$ cat src/rtl/sbe_pkg.sv
package sbe_pkg;

  typedef enum logic [2:0] {
    ST_IDLE,
    ST_STIP,
    ST_FILL,
    ST_CRD,
    ST_CWR
  } sbeState_t;

  // Strobes from control to datapath
  typedef struct packed {
    logic latchColor;
    logic loadCmd;
    logic advance;
    logic doRead;
    logic doWrite;
    logic fromMem;
    logic gateMask;
  } sbeStrobe_t;

endpackage

$ cat src/rtl/sbe_ctrl.sv
module sbe_ctrl
  import sbe_pkg::*;
#(
  parameter int SRC_AW = 24,
  parameter int LEN_W  = 5,
  parameter int MASK_W = 32,
  parameter int CNT_W  = $clog2(MASK_W) + 1
) (
  input  logic              clk,
  input  logic              rstN,
  input  logic              busValid,
  input  logic              busWrite,
  input  logic              oddWord,
  input  logic [3:0]        busByteEn,
  input  logic [SRC_AW-1:0] srcField,
  input  logic [LEN_W-1:0]  runField,
  input  logic              blitMode,
  output sbeStrobe_t        strb,
  output logic              busReady,
  output logic              busy,
  output logic              done,
  output logic [CNT_W-1:0]  dirtyLen
);

  sbeState_t        state, nextState;
  logic [CNT_W-1:0] cnt, nextCnt;
  logic             accept, startHit, latchHit, isFill, lastStep;

  assign busReady = (state == ST_IDLE);
  assign busy     = (state != ST_IDLE);
  assign accept   = busValid && busWrite && (busByteEn == 4'hF) && busReady;
  assign startHit = accept && oddWord;
  assign latchHit = accept && !oddWord;
  assign isFill   = &srcField;

  always_comb begin
    strb            = '0;
    strb.latchColor = latchHit;
    strb.loadCmd    = startHit;
    nextState       = state;
    nextCnt         = cnt;
    lastStep        = 1'b0;
    case (state)
      ST_IDLE: begin
        if (startHit) begin
          if (blitMode) begin
            nextState = isFill ? ST_FILL : ST_CRD;
            nextCnt   = CNT_W'(runField);
          end else begin
            nextState = ST_STIP;
            nextCnt   = CNT_W'(MASK_W - 1);
          end
        end
      end
      ST_STIP: begin
        strb.doWrite  = 1'b1;
        strb.gateMask = 1'b1;
        strb.advance  = 1'b1;
      end
      ST_FILL: begin
        strb.doWrite = 1'b1;
        strb.advance = 1'b1;
      end
      ST_CRD: begin
        strb.doRead = 1'b1;
        nextState   = ST_CWR;
      end
      ST_CWR: begin
        strb.doWrite = 1'b1;
        strb.fromMem = 1'b1;
        strb.advance = 1'b1;
        nextState    = ST_CRD;
      end
      default: nextState = ST_IDLE;
    endcase
    if (state != ST_IDLE && strb.advance) begin
      if (cnt == '0) begin
        lastStep  = 1'b1;
        nextState = ST_IDLE;
      end else begin
        nextCnt = cnt - 1'b1;
      end
    end
  end

  always_ff @(posedge clk) begin
    if (!rstN) begin
      state    <= ST_IDLE;
      cnt      <= '0;
      done     <= 1'b0;
      dirtyLen <= '0;
    end else begin
      state <= nextState;
      cnt   <= nextCnt;
      done  <= lastStep;
      if (startHit) begin
        dirtyLen <= blitMode ? CNT_W'(runField) + 1'b1 : CNT_W'(MASK_W);
      end
    end
  end

endmodule

$ cat src/rtl/sbe_datapath.sv
module sbe_datapath
  import sbe_pkg::*;
#(
  parameter int DST_AW = 20,
  parameter int SRC_AW = 24,
  parameter int PIX_W  = 8,
  parameter int MASK_W = 32,
  parameter int CNT_W  = $clog2(MASK_W) + 1
) (
  input  logic              clk,
  input  logic              rstN,
  input  sbeStrobe_t        strb,
  input  logic [DST_AW-1:0] dstIn,
  input  logic [MASK_W-1:0] dataIn,
  input  logic [PIX_W-1:0]  memRdata,
  output logic [SRC_AW-1:0] memAddr,
  output logic              memWe,
  output logic              memRe,
  output logic [PIX_W-1:0]  memWdata,
  output logic [DST_AW-1:0] dirtyStart
);

  logic [PIX_W-1:0]  colorQ;
  logic [DST_AW-1:0] dstQ;
  logic [SRC_AW-1:0] srcQ;
  logic [MASK_W-1:0] maskQ;
  logic [CNT_W-1:0]  idxQ;

  always_ff @(posedge clk) begin
    if (!rstN) begin
      colorQ <= '0;
      dstQ   <= '0;
      srcQ   <= '0;
      maskQ  <= '0;
      idxQ   <= '0;
    end else begin
      if (strb.latchColor) colorQ <= dataIn[PIX_W-1:0];
      if (strb.loadCmd) begin
        dstQ  <= dstIn;
        srcQ  <= dataIn[SRC_AW-1:0];
        maskQ <= dataIn;
        idxQ  <= '0;
      end else if (strb.advance) begin
        idxQ  <= idxQ + 1'b1;
        maskQ <= {maskQ[MASK_W-2:0], 1'b0};
      end
    end
  end

  assign memAddr    = strb.doRead ? (srcQ + SRC_AW'(idxQ))
                                  : (SRC_AW'(dstQ) + SRC_AW'(idxQ));
  assign memRe      = strb.doRead;
  assign memWe      = strb.doWrite && (!strb.gateMask || maskQ[MASK_W-1]);
  assign memWdata   = strb.fromMem ? memRdata : colorQ;
  assign dirtyStart = dstQ;

endmodule

$ cat src/rtl/sbe_top.sv
module sbe_top
  import sbe_pkg::*;
#(
  parameter int BUS_AW = 24,
  parameter int DST_AW = 20,
  parameter int SRC_AW = 24,
  parameter int LEN_W  = 5,
  parameter int PIX_W  = 8,
  parameter int MASK_W = 32,
  parameter int CNT_W  = $clog2(MASK_W) + 1
) (
  input  logic              clk,
  input  logic              rstN,
  input  logic              busValid,
  input  logic              busWrite,
  input  logic [BUS_AW-1:0] busAddr,
  input  logic [3:0]        busByteEn,
  input  logic [MASK_W-1:0] busWdata,
  input  logic              blitMode,
  output logic              busReady,
  output logic [MASK_W-1:0] busRdata,
  output logic [SRC_AW-1:0] memAddr,
  output logic              memWe,
  output logic              memRe,
  output logic [PIX_W-1:0]  memWdata,
  input  logic [PIX_W-1:0]  memRdata,
  output logic              busy,
  output logic              done,
  output logic [DST_AW-1:0] dirtyStart,
  output logic [CNT_W-1:0]  dirtyLen
);

  sbeStrobe_t strb;

  assign busRdata = '0;

  sbe_ctrl #(
    .SRC_AW(SRC_AW), .LEN_W(LEN_W), .MASK_W(MASK_W), .CNT_W(CNT_W)
  ) u_ctrl (
    .clk      (clk),
    .rstN     (rstN),
    .busValid (busValid),
    .busWrite (busWrite),
    .oddWord  (busAddr[2]),
    .busByteEn(busByteEn),
    .srcField (busWdata[SRC_AW-1:0]),
    .runField (busWdata[SRC_AW +: LEN_W]),
    .blitMode (blitMode),
    .strb     (strb),
    .busReady (busReady),
    .busy     (busy),
    .done     (done),
    .dirtyLen (dirtyLen)
  );

  sbe_datapath #(
    .DST_AW(DST_AW), .SRC_AW(SRC_AW), .PIX_W(PIX_W),
    .MASK_W(MASK_W), .CNT_W(CNT_W)
  ) u_dp (
    .clk       (clk),
    .rstN      (rstN),
    .strb      (strb),
    .dstIn     (busAddr[3 +: DST_AW]),
    .dataIn    (busWdata),
    .memRdata  (memRdata),
    .memAddr   (memAddr),
    .memWe     (memWe),
    .memRe     (memRe),
    .memWdata  (memWdata),
    .dirtyStart(dirtyStart)
  );

endmodule

$ cat config.mk
export PLATFORM = sky130hd
export DESIGN_NAME = sbe_top
export DESIGN_NICKNAME = d
export VERILOG_FILES = /design/src/rtl/sbe_pkg.sv /design/src/rtl/sbe_ctrl.sv /design/src/rtl/sbe_datapath.sv /design/src/rtl/sbe_top.sv
export SDC_FILE = /design/constraint.sdc
export NUM_CORES = 1
export LEC_CHECK = 0
export ABC_AREA = 0
export BUFFER_PORTS_ARGS = -buffer_cell sky130_fd_sc_hd__buf_4
export CORE_MARGIN = 1.5
export CORE_UTILIZATION = 48
export CTS_CLUSTER_DIAMETER = 150
export DETAILED_ROUTE_END_ITERATION = 12
export PLACE_DENSITY = 0.85
export SLEW_MARGIN = 20
export SYNTH_ARGS = -nofsm -noshare
export SYNTH_HDL_FRONTEND = slang
export SYNTH_HIERARCHICAL = 1
export SYNTH_SLANG_ARGS = --single-unit
$ cat constraint.sdc
create_clock -name clk -period 2.09 [get_ports clk]
set_input_delay 0.418 -clock clk [delete_from_list [all_inputs] [get_ports clk]]
set_output_delay 0.418 -clock clk [all_outputs]
set_load 0.03 [all_outputs]
# Word level (Yosys, flattened, before mapping)
# Index checks and enable logic that the tools add are counted.
# classes
reduce_logical	19
bitwise_logic	1
eq_ne	5
n_addsub	5
mux	21
# op_table
operator	count
32-bit 2-to-1 mux	2
6-bit 2-to-1 mux	5
24-bit by 6-bit adder with 24-bit output	1
24-bit 2-to-1 mux	1
24-bit AND reduction	1
20-bit by 6-bit adder with 21-bit output	1
3-bit 2-to-1 mux	4
3-bit case mux with 4 select lines	1
8-bit 2-to-1 mux	1
1-bit logical AND	7
5-bit by 1-bit adder with 6-bit output (second input constant)	1
6-bit by 1-bit adder with 6-bit output (second input constant)	1
3-bit by 2-bit equality test with 1-bit output (second input constant)	2
6-bit logical NOT	1
1-bit 2-to-1 mux	6
6-bit by 1-bit subtractor with 6-bit output (second input constant)	1
5-bit 2-to-1 mux	1
4-bit equality test (second input constant)	1
2-bit OR reduction	2
3-bit by 1-bit equality test with 1-bit output (second input constant)	1
3-bit equality test (second input constant)	1
3-bit logical NOT	1
3-bit nonzero test	1
3-bit OR reduction	1
other kinds (5)	6
# word_totals
word_cells	60
regBits	106
input_bits	73
out_inout_bits	95

# Longest topological paths before layout
# logic_depth
depth_word	8
ltp_mapped	11
depth_no_buf	7

# Hierarchy
# Netlist, hierarchy kept.
# by_module_without_submodules
mod	cells_per_inst	seq_area_each_um2	area_per_inst_um2	instances
sbe_datapath	554	1801.7	5116.2	1
sbe_ctrl	126	320.3	1006.0	1
sbe_top	33	0.0	244.0	1

# Least setup slack after synthesis
# Ideal clock, no wire load.
# synth_timing
kind	register to register
startpoint	reg u_ctrl.state[2]
endpoint	reg u_dp.maskQ[1]
stages_incl_launch_ff	11
t_arrival_ns	2.750
period_less_slack_ns	2.865
setup_time_ns	0.115
path_slack_ns	-0.775
path_buffers	5
t_required_ns	1.975
cell_sequence	dfxtp_1 buf_2 nor3_2 inv_1 nor4_1 buf_4 clkbuf_1 buf_2 buf_2 o21ai_0 and2_1
# synth_between
elab_chain_cells	4
word_cells_on_any_way	10
classes_between	eq/ne: 3; mux: 2; reduce/logical: 5
# synth_rtl
element	line	rtl
start: declaration	sbe_ctrl.sv:25	sbeState_t state, nextState;
start signal: assignment	sbe_ctrl.sv:93	state <= nextState;
3-bit logical NOT (*)	sbe_ctrl.sv:29	assign busReady = (state == ST_IDLE);
via busReady	sbe_top.sv:20	output logic busReady,
1-bit logical AND (*)	sbe_ctrl.sv:31	assign accept = busValid && busWrite && (busByteEn == 4'hF) && busReady;
1-bit logical AND (*)	sbe_ctrl.sv:32	assign startHit = accept && oddWord;
via u_ctrl.startHit	sbe_ctrl.sv:27	logic accept, startHit, latchHit, isFill, lastStep;
32-bit 2-to-1 mux or 2-bit nonzero test (tied branches)	--	
end signal: assignment	sbe_datapath.sv:41	maskQ <= dataIn;
end signal: assignment	sbe_datapath.sv:45	maskQ <= {maskQ[MASK_W-2:0], 1'b0};
end: declaration	sbe_datapath.sv:26	logic [MASK_W-1:0] maskQ;
# The timed path passes the listed nets; every way through them passes the cells marked *.
# A chain may end at the register's enable or synchronous reset.

# Final worst setup path
# layout_timing
startpoint	reg u_dp.idxQ[0]
endpoint	out memAddr[6]
# layout_between
elab_chain_cells	2
word_cells_on_any_way	3
classes_between	add/sub: 2; mux: 1
# layout_rtl
element	line	rtl
start: declaration	sbe_datapath.sv:27	logic [CNT_W-1:0] idxQ;
start signal: assignment	sbe_datapath.sv:44	idxQ <= idxQ + 1'b1;
24-bit by 6-bit adder with 24-bit output or 20-bit by 6-bit adder with 21-bit output (tied branches)	sbe_datapath.sv:50, sbe_datapath.sv:51	
24-bit 2-to-1 mux (*)	sbe_datapath.sv:50	assign memAddr = strb.doRead ? (srcQ + SRC_AW'(idxQ))
end: declaration	sbe_top.sv:22	output logic [SRC_AW-1:0] memAddr,
# Mark *: on every way between the ends. The rest lies on a longest branch, timed or not.

==> results by stage <==
Drt:
- The routed layout has 6310 vias.
- The length of the first detailed-routing pass in iterations is 7.
- The ratio of routed vias to standard cells is 5.79.
- The initial DRC count is 512.
- For this run, design rule violations remaining after detail routing come to 0.
- The routed wire length per instance is 21.7 um.
- The routed design has 23600 um of wire.
- The remaining number of nets flagged by the antenna check after routing is 0.

Synthesis:
- The fraction of the mapped netlist area in compound gates is 12.8%.
- The total of flip-flops plus latches after synthesis is 106.
- The average instance in the mapped netlist occupies 8.93 um^2.
- After synthesis, the share of flip-flops with an asynchronous set or reset is 0%.
- Sorting the synthesized cells by area gives the leading types as sky130_fd_sc_hd__dfxtp_1 (33%), sky130_fd_sc_hd__mux2i_1 (12%), sky130_fd_sc_hd__buf_4 (4.6%), sky130_fd_sc_hd__xor2_1 (3.9%), sky130_fd_sc_hd__nand2_1 (3.3%).
- Counting every instance in the synthesized netlist gives 713.
- The largest family of logic cells by synthesized area is simple AND/OR/NAND/NOR gates.
- The share of synthesized area spent on multiplexers is 13.4%.
- The cell area after synthesis is 0.00637 mm^2.
- The synthesized-area fraction occupied by xor and xnor cells is 6.72%.
- After synthesis, the largest area contributor takes up 33.3% of total cell area.
- Synthesis instantiated 63 different standard cells from the library.
- Of the total synthesized cell area, the portion taken by full adders, half adders and majority gates is 3.58%.
- Counting flops with a built-in enable in the synthesized netlist gives 0.
- The total number of yosys warnings is 6.
- The area share of and/or/nand/nor cells after synthesis is 22.6%.
- Summed over all instances, the cell type with the most area after synthesis is sky130_fd_sc_hd__dfxtp_1.
- Of the synthesized area, sequential elements account for 33.3%.
- The most used flip-flop cell after synthesis is sky130_fd_sc_hd__dfxtp_1.

Cells and area:
- Once layout is done, the placed cells without fillers occupy 0.00956 mm^2.
- At the end of the flow, the number of nets in the layout was 1002.
- The library cell used most frequently in the layout, excluding fill and tap cells, is sky130_fd_sc_hd__buf_4.
- Cells with a size suffix above 1 make up 42.2% of the layout.
- In the layout the commonest cells are sky130_fd_sc_hd__buf_4 (171), sky130_fd_sc_hd__dfxtp_1 (89), sky130_fd_sc_hd__mux2i_1 (60).
- The area growth from synthesis to layout is 50.1%.

Floorplan:
- The area of the core is 0.0128 mm^2.
- The initialized floorplan defines 41 standard-cell rows.
- 168 I/O pins were placed.
- The die is 118 um wide.
- For this configuration, the core starts out at a cell density of 49.8%.
- The floorplan step defined a die boundary enclosing 0.0140 mm^2.
- From bottom edge to top edge, the die measures 118 um.

Setup path:
- For the worst flop-to-flop path, the logic depth is 8.
- The largest fanout on the critical path is 3.
- The critical path goes through ha_4 > fa_2 > a211oi_4 > o21bai_1 > a21oi_1 > xor2_1 > mux2i_4 > buf_6.
- Setup slack on the worst reg-to-reg path comes out at 0.03 ns.
- The type of the worst setup path is flop to output port.
- The sort of element at the start of the critical path is a flop.
- The endpoint identified for the worst register-to-register timing path is u_dp/dirtyStart[9].
- The first element of the critical path is u_dp/idxQ[0].
- STA puts the critical path data required time at 1.67 ns.
- The worst register-to-register path begins at u_ctrl/state[1].
- The data arrival time of the critical path is 2.71 ns.
- In this design, the stage delay of the slowest critical-path cell is 0.44 ns.
- The slowest library cell on the worst path is sky130_fd_sc_hd__a211oi_4.
- The number of buffer and inverter stages on the critical path is 1.
- Broken down by cell family, the worst path's largest delay share belongs to compound AO/OA/AOI/OAI gates.
- STA classifies the critical path endpoint as an output port.

Place:
- Prior to clock tree synthesis, the placed netlist has a worst setup slack of -0.421 ns.
- The wire-length estimate of the detail-placed layout is 11900 um.
- The placed cell area is 0.00830 mm^2.
- The count of input and output buffers is 132.
- Routability-driven placement finished with a final weighted congestion of 0.883.

Outcome:
- The checks that failed: setup timing.
- The run finished, with violations left.

Min path:
- The hold path depth is 3.
- The type of the most critical hold path is primary input to flop.
- The hold path startpoint is busAddr[16].
- The end point of the most critical hold path is u_dp/dirtyStart[13].

GRT:
- Global routing used 25.9% of the available tracks.
- The total overflow left after global routing is 0.
- Entering global routing, the biggest net connects 74 pins.
- The via count of the first global-routing pass is 5860.
- The wire length of the first global-routing pass is 29100 um.
- The number of antenna violations at the first check in global routing was 1.

Pwr:
- The share of power burned in combinational logic is 8.6%.
- The clock network is responsible for 42.7% of the overall power.
- The internal power of the cells totals 0.00307 W.
- Across the VDD grid, the largest voltage drop is 0.422 mV.
- In this run switching power makes up 26.3% of total power.
- The part of the total power dissipated in sequential elements is 48.7%.
- The power per cell area is 436 mW/mm^2.
- The net switching power figure is 0.00109 W.
- The leakage component of the power is 3.78 nW.

Timing:
- The number of max-slew violations in the final report is 0.
- The final-report hold violation count is 0.
- Static timing analysis puts the maximum clock frequency at 320 MHz.
- The smallest setup slack after layout is -1.03 ns.
- Of the available clock period, the critical path in the final layout requires 149%.
- The time the final worst path needs with I/O delays and setup is 3.12 ns.
- The number of failing setup endpoints in the final timing report is 31.
- On the final layout, the worst clock skew is 0.00901 ns.
- In the final timing run, aggregate negative setup slack is -17.26 ns.
- Setup repair after global routing could not meet its margin everywhere.
- Measured against its own limit, the worst slew margin works out to 65.9%.
- The slew at the pin with the worst max-slew slack is 0.512 ns.

Job:
- The number of violations of the max-capacitance limit is 0.

Clock network:
- Clock tree synthesis found a total of 106 sinks.
- The depth of the CTS H-tree is 3.
- The number of buffers between clock root and the deepest sink is 2.
- TritonCTS built the clock tree.
- The CTS clock-pin slew for the worst setup and hold paths is 0.08 ns.
- The clock root buffer master is sky130_fd_sc_hd__clkbuf_16.
- The clock latency reported for the late side of the worst-skew pair is 0.38 ns.
- The number of buffers added by the clock tree synthesis step is 9.
## sequential cells by signal, indices dropped and copies added, names as in the netlist
name             count
u_ctrl/done          1
u_ctrl/state         3
u_ctrl/dirtyLen      6
u_dp/maskQ          32
u_ctrl/cnt           6
u_dp/dirtyStart     20
u_dp/srcQ           24
u_dp/idxQ            6
u_dp/colorQ          8
## area by class of cell
type                            count  area (um^2)
Timing Repair Buffer              231         2070
Clock inverter                      6         53.8
Fill cell                         757         3220
Clock buffer                       10          250
Antenna cell                        1         2.50
Sequential cell                   106         2160
Multi-Input combinational cell    552         4760
Tap cell                          172          215
Inverter                           12         50.0
## worst max path at each step
stage,endpoint,slack [ns],cells past startpoint
finish,memAddr[6],-1.03,8
global route,memAddr[6],-1.06,8
CTS,memAddr[10],-0.76,8
detailed placement,memAddr[10],-0.42,8
global placement,memAddr[10],-0.36,8
floorplan,memAddr[10],-0.32,7
## cells by family (layout without fill, tap and decap cells)
kind of cell	Yosys count	in the layout
AND/OR/NAND/NOR	250	250
AO/OA/AOI/OAI	121	121
flip-flops	106	106
buffers and inverters	86	259
multiplexers	84	84
XOR/XNOR	48	48
adder cells (fa/ha/maj)	17	17
other	1	33
## per-layer routing
metal / vias up / routed length (um) / GRT usage, %
met5: - / 0 / 0
met4: 0 / 1540 / 10.7
met3: 112 / 1990 / 6.56
met2: 377 / 11700 / 45.7
met1: 3002 / 8340 / 29.8
li1: 2819 / - / -
## synthesized netlist by cell type (4+ instances only)
library cell	count
sky130_fd_sc_hd__clkbuf_1	25
sky130_fd_sc_hd__and4_1	4
sky130_fd_sc_hd__nand3_1	23
sky130_fd_sc_hd__and2_1	33
sky130_fd_sc_hd__nor2b_1	29
sky130_fd_sc_hd__ha_1	15
sky130_fd_sc_hd__xor2_1	28
sky130_fd_sc_hd__nor3b_1	8
sky130_fd_sc_hd__o21ai_0	40
sky130_fd_sc_hd__buf_2	10
sky130_fd_sc_hd__nand2b_1	26
sky130_fd_sc_hd__mux2i_1	74
sky130_fd_sc_hd__nor4_1	4
sky130_fd_sc_hd__dfxtp_1	106
sky130_fd_sc_hd__nand4_1	15
sky130_fd_sc_hd__inv_1	11
sky130_fd_sc_hd__nand2_1	56
sky130_fd_sc_hd__mux2_2	10
sky130_fd_sc_hd__a211o_1	4
sky130_fd_sc_hd__nor2_1	21
sky130_fd_sc_hd__a21oi_1	17
sky130_fd_sc_hd__buf_4	39
sky130_fd_sc_hd__nor3_1	5
sky130_fd_sc_hd__xnor2_1	19
sky130_fd_sc_hd__a21boi_0	26
sky130_fd_sc_hd__and3_1	6
sky130_fd_sc_hd__o211ai_1	5
## power by group through the flow
stage	clock (W)	sequential, W	combinational (W)
after floorplan	0	0.00208	0.000222
after global placement	0	0.00208	0.000336
after detailed placement	0	0.00208	0.000341
after CTS	0.00175	0.00203	0.000345
after global routing	0.00188	0.00203	0.000380
final	0.00178	0.00203	0.000359
## worst register-to-register path, stage by stage, from the launching register on
cell and delay (ns):
sky130_fd_sc_hd__dfxtp_2 0.34, sky130_fd_sc_hd__buf_6 0.15, sky130_fd_sc_hd__nor3_4 0.25, sky130_fd_sc_hd__inv_4 0.08, sky130_fd_sc_hd__nor4_4 0.32, sky130_fd_sc_hd__buf_12 0.20
sky130_fd_sc_hd__buf_12 0.20, sky130_fd_sc_hd__mux2i_1 0.30, sky130_fd_sc_hd__nor2b_1 0.10
## per-stage QoR
stage / hold WS [ns] / std cells / utilization, % / power [W]
floorplan: 0.443 / 744 / - / 0.00230
CTS: 0.311 / 1068 / 70.1 / 0.00412
detailed placement: 0.452 / 1048 / 65.0 / 0.00242
global route: 0.312 / 1089 / 74.8 / 0.00429
finish: 0.313 / 1090 / 74.8 / 0.00417
global placement: 0.440 / 1048 / 65.0 / 0.00241
## repair_timing
action,in CTS,in global routing
resized for setup,58,91
buffers inserted,4,22
setup endpoints to repair,34,38
hold endpoints to repair,0,0
hold buffers,0,0
pin swaps,13,42
(Power assumes the default switching activity.)
